`src/rtl/fare_pkg.sv`:
```
package fare_pkg;
  localparam int DIG_W = 4;
  localparam logic [DIG_W-1:0] DIG_MAX = 4'd9;
  localparam logic [DIG_W-1:0] DIG_ADJ = 4'd6;
  typedef logic [DIG_W-1:0] bcd_digit_t;
endpackage

```
`src/rtl/bcd_digit_add.sv`:
```
module bcd_digit_add
  import fare_pkg::*;
(
  input  bcd_digit_t a,
  input  bcd_digit_t b,
  input  logic       cin,
  output bcd_digit_t sum,
  output logic       cout
);
  logic [DIG_W:0] raw;
  logic           adjust;

  always_comb begin
    raw    = {1'b0, a} + {1'b0, b} + {{DIG_W{1'b0}}, cin};
    // half-carry out of the nibble, or a nibble value above nine
    adjust = raw[DIG_W] || (raw[DIG_W-1:0] > DIG_MAX);
    sum    = adjust ? (raw[DIG_W-1:0] + DIG_ADJ) : raw[DIG_W-1:0];
    cout   = adjust;
  end
endmodule

```
`src/rtl/bcd_add_chain.sv`:
```
module bcd_add_chain
  import fare_pkg::*;
#(
  parameter int NDIG = 4,
  localparam int W = NDIG * DIG_W
) (
  input  logic [W-1:0] a,
  input  logic [W-1:0] b,
  output logic [W-1:0] sum,
  output logic         carry_out
);
  logic [NDIG:0] carry;

  assign carry[0] = 1'b0;

  for (genvar d = 0; d < NDIG; d++) begin : g_dig
    bcd_digit_add u_add (
      .a   (a[d*DIG_W +: DIG_W]),
      .b   (b[d*DIG_W +: DIG_W]),
      .cin (carry[d]),
      .sum (sum[d*DIG_W +: DIG_W]),
      .cout(carry[d+1])
    );
  end

  assign carry_out = carry[NDIG];
endmodule

```
`src/rtl/fare_start_rom.sv`:
```
module fare_start_rom
  import fare_pkg::*;
#(
  parameter int NDIG  = 4,
  parameter int SEL_W = 2,
  localparam int W       = NDIG * DIG_W,
  localparam int ENTRIES = 1 << SEL_W,
  parameter logic [ENTRIES*W-1:0] TABLE = {16'h0080, 16'h0070, 16'h0060, 16'h0050}
) (
  input  logic [SEL_W-1:0] sel,
  output logic [W-1:0]     price
);
  logic [W-1:0] entry [ENTRIES];

  for (genvar i = 0; i < ENTRIES; i++) begin : g_ent
    assign entry[i] = TABLE[i*W +: W];
  end

  assign price = entry[sel];
endmodule

```
`src/rtl/fare_step_sel.sv`:
```
module fare_step_sel
  import fare_pkg::*;
#(
  parameter int NDIG = 4,
  localparam int W = NDIG * DIG_W,
  parameter logic [W-1:0] LIMIT      = 16'h0150,
  parameter logic [W-1:0] BASE_STEP  = 16'h0006,
  parameter logic [W-1:0] SURCH_STEP = 16'h0009
) (
  input  logic [W-1:0] fare_now,
  input  logic         surch_en,
  output logic [W-1:0] step
);
  logic above;

  // packed BCD keeps numeric order, so a plain compare suffices
  assign above = fare_now > LIMIT;
  assign step  = (surch_en && above) ? SURCH_STEP : BASE_STEP;
endmodule

```
`src/rtl/fare_accum.sv`:
```
module fare_accum
  import fare_pkg::*;
#(
  parameter int NDIG  = 4,
  parameter int SEL_W = 2,
  localparam int W       = NDIG * DIG_W,
  localparam int ENTRIES = 1 << SEL_W,
  parameter logic [ENTRIES*W-1:0] START_TABLE = {16'h0080, 16'h0070, 16'h0060, 16'h0050},
  parameter logic [W-1:0] LIMIT      = 16'h0150,
  parameter logic [W-1:0] BASE_STEP  = 16'h0006,
  parameter logic [W-1:0] SURCH_STEP = 16'h0009
) (
  input  logic             clk,
  input  logic             rst,
  input  logic             clr,
  input  logic             charge,
  input  logic [SEL_W-1:0] start_sel,
  input  logic             surch_en,
  output logic [W-1:0]     fare
);
  localparam logic [W-1:0] SAT_VAL = {NDIG{DIG_MAX}};

  logic [W-1:0] start_price;
  logic [W-1:0] step;
  logic [W-1:0] next_sum;
  logic         ovf;

  fare_start_rom #(.NDIG(NDIG), .SEL_W(SEL_W), .TABLE(START_TABLE)) u_rom (
    .sel  (start_sel),
    .price(start_price)
  );

  fare_step_sel #(.NDIG(NDIG), .LIMIT(LIMIT), .BASE_STEP(BASE_STEP),
                  .SURCH_STEP(SURCH_STEP)) u_step (
    .fare_now(fare),
    .surch_en(surch_en),
    .step    (step)
  );

  bcd_add_chain #(.NDIG(NDIG)) u_add (
    .a        (fare),
    .b        (step),
    .sum      (next_sum),
    .carry_out(ovf)
  );

  always_ff @(posedge clk) begin
    if (rst) begin
      fare <= '0;
    end else if (clr) begin
      fare <= start_price;
    end else if (charge) begin
      fare <= ovf ? SAT_VAL : next_sum;
    end
  end
endmodule

```
`config.mk`:
```
export PLATFORM = sky130hd
export DESIGN_NAME = fare_accum
export DESIGN_NICKNAME = d
export VERILOG_FILES = /design/src/rtl/fare_pkg.sv /design/src/rtl/bcd_digit_add.sv /design/src/rtl/bcd_add_chain.sv /design/src/rtl/fare_start_rom.sv /design/src/rtl/fare_step_sel.sv /design/src/rtl/fare_accum.sv
export SDC_FILE = /design/constraint.sdc
export NUM_CORES = 1
export LEC_CHECK = 0
export BUFFER_PORTS_ARGS = -buffer_cell sky130_fd_sc_hd__buf_2
export CORE_MARGIN = 1.5
export CORE_UTILIZATION = 47
export CTS_BUF_LIST = sky130_fd_sc_hd__clkbuf_8 sky130_fd_sc_hd__clkbuf_16
export DETAILED_ROUTE_END_ITERATION = 16
export PLACE_DENSITY = 0.68
export SLEW_MARGIN = 5
export SYNTH_ARGS = -nofsm -noshare
export SYNTH_HDL_FRONTEND = slang
export SYNTH_SLANG_ARGS = --single-unit
```
`constraint.sdc`:
```
create_clock -name clk -period 17.5 [get_ports clk]
set_input_delay 1.75 -clock clk [delete_from_list [all_inputs] [get_ports clk]]
set_output_delay 1.75 -clock clk [all_outputs]
set_load 0.01 [all_outputs]
```
==> metrics <==
status=finished, final reports clean; total I/O pin count=23; Final HPWL DP=about 2.6 mm; die area=between 3000 and 4000 um^2; vias in the first global route=1359; WL final=3.55 mm; CTS tree=done; pin count of the biggest net entering global routing=26; hold_buf cts=0; count of TritonRoute iterations in the first routing pass=4; Die H=59.7 um; die width=about 60 um; most common cell in the netlist=a21oi_1; Max Clock Skew=about 6.4 ps; actual slew at the worst max-slew pin=736 ps; Max-cap violations=0; GRT Total Usage=between 20% and 30%; Post-synth EDFFs=0; post-DR wirelength/cell=13.9 um; Worst Setup Start Kind=primary input; Hold Crit Class=flop to flop; RSZ-0062 raised after global routing=no; final instance area=1690 um^2; Async S/R FF share, synth=0%; Post-Place Cell Area=1640 um^2; layout cells sized above 1=16.5%; Seq/Total Area, Yosys=between 20% and 30%; n_diodes=0; via density per instance=~5.8; first-pass GRT wire length=around 6.3 mm; FP Rows=20; Final nets=~240; post-synthesis cell count=between 150 and 200; Setup Buffers After CTS=0; CTS Buf Count=3; pre-CTS setup slack=approximately 10000 ps; Arrival @ worst endpoint=roughly 7300 ps; YS warnings=0; static leakage=between 0.7 and 0.8 nW; Max Buffers Root-to-Sink=2; mapped cell area=roughly 1500 um^2; post-route antenna net violation count=0; DRC viols=0; hold path depth=2; fin crit period=between 7000 and 8000 ps; largest cells by area after synthesis=dfxtp_1, ha_1, a21oi_1; vias post-DR=between 1000 and 1500; # port buffers=22; Overflow after GRT=0; CP endpoint kind=flop; register bit total from synthesis=16; min-delay src=fare[14]$_SDFFE_PP0P_; Final Max Slew Viols=0; Cell Chain, Critical Path=buf_2 -> and2_1 -> ha_1 -> fa_1 -> inv_1 -> and2_0 -> o31a_1 -> inv_1 -> ha_1 -> ha_1 -> nor2b_1 -> o21ai_0 -> and3_1 -> ha_1 -> or3_1 -> a32o_1 -> ha_1 -> ha_1 -> nand2b_1 -> a31oi_1 -> o31ai_2 -> or4_1 -> nand3_1; Slew HR=about 51%; post-synth top area share=between 20% and 30%; P&R area growth vs syn=12.0%; setup violators final=0; Worst Slack Setup Final=10380 ps; crit-path max FO=11; largest registers=fare x16; Initial Util=around half; worst r2r src=fare[1]$_SDFFE_PP0P_; R2R depth=26; max FFs per register=16; fin util=roughly 55%; Iter 0 DRT Violations=109; CTS sink cnt=16; Crit Path Class=primary input to flop; Crit-path slowest cell=fa_1; Req. time, crit path=around 18000 ps; setup TNS=0 ps; Tcrit/Tclk final=a little over 40%; fmax=140 MHz; dominant synthesized flop cell=dfxtp_1; max incr delay on CP=between 500 and 600 ps; GP Congestion=roughly 0.86; # fillers=306; leading area contributor after synthesis=dfxtp_1; post-synthesis cell type count=53; Syn Area/Cell=around 7.7 um^2; synth cell count leaders=a21oi_1, ha_1, dfxtp_1, nor2_1; core area=3050 um^2; H-tree depth=1; flop2flop setup slack=around 11000 ps; Mapped Nets=approximately 220; Root Buffer=clkbuf_8; initial antenna violation count=0; Top reg by flops=fare; Clock transition at path regs=around 70 ps; Worst VDD drop=between 0.02 and 0.03 mV; Power Density=roughly 59 nW/um^2; Worst path most repeated cell=ha_1; hold path endpoint=fare[14]$_SDFFE_PP0P_; Final Hold Vio Count=0; post_cts resized=0; Reg-to-Reg End=fare[9]$_SDFFE_PP0P_; Skew-Pair Late Insertion Delay=~250 ps
## through the flow
stage                     cells  power (W)  hold WS (ps)
after floorplan             196  0.0000593           512
after global placement      252  0.0000650           500
after detailed placement    252  0.0000662           520
after CTS                   256   0.000100           534
after global routing        256   0.000106           568
final                       256  0.0000997           530
## how the worst max path moves through the flow
stage | from | end | slack, ps | depth (start not counted)
detailed placement | surch_en | fare[9]$_SDFFE_PP0P_ | 10170 | 23
global placement | surch_en | fare[7]$_SDFFE_PP0P_ | 10250 | 23
finish | surch_en | fare[9]$_SDFFE_PP0P_ | 10380 | 23
floorplan | surch_en | fare[9]$_SDFFE_PP0P_ | 10810 | 23
global route | surch_en | fare[2]$_SDFFE_PP0P_ | 9970 | 23
CTS | surch_en | fare[9]$_SDFFE_PP0P_ | 10410 | 23
## routing by layer
| layer | part of all wire [%] | GRT usage (%) |
|---|---|---|
| met4 | 1.2 | 7.94 |
| met2 | 45 | 34.9 |
| met5 | 0 | 0 |
| met1 | 49 | 32.1 |
| met3 | 4.5 | 2.16 |
## worst max-delay path, delay by kind of cell
kind | cells | cell delay, ps
compound gates | 5 | 1240
simple gates | 8 | 1820
buf+inv | 3 | 300
fa+ha+maj | 7 | 2210
## cell type report
cell class | instances | area [um^2] | share of cell area (%)
inverter | 13 | 48.8 | 2.88
timing repair buffer | 22 | 110 | 6.50
multi-input combinational | 157 | 1100 | 65.2
clock buffer | 4 | 55.1 | 3.25
sequential | 16 | 320 | 18.9
tap | 44 | 55.1 | 3.25
## report_power, final
group	total [W]	switching (W)	leakage, nW	internal, W
clock network	0.0000339	0.0000140	0.0288	0.0000200
registers	0.0000400	0.00000210	0.130	0.0000379
logic	0.0000257	0.0000146	0.569	0.0000111
total	0.0000997	0.0000307	0.728	0.0000690
## kinds of logic after synthesis
kind of cell | share of synthesized area, %
buffers and inverters | 5.79
xor gates and xnor gates | 4.06
adders and majority gates | 15.4
DFF | 21.2
AOI/OAI and AO/OA | 29.1
and+or+nand+nor | 23.8
muxes | 0.662
## layout by cell type, fill, tap and decap left out, types with 4 or more instances in the layout
cell type and instances:
and3_1 4, a21oi_1 18, nand3b_1 6, dfxtp_1 16, buf_2 22, o21ai_0 13
nand2_1 12, xnor2_1 7, inv_1 13, clkbuf_8 4, ha_1 17, nor2_1 16
nand2b_1 4
Note: power is estimated with default switching activity, not from simulation.
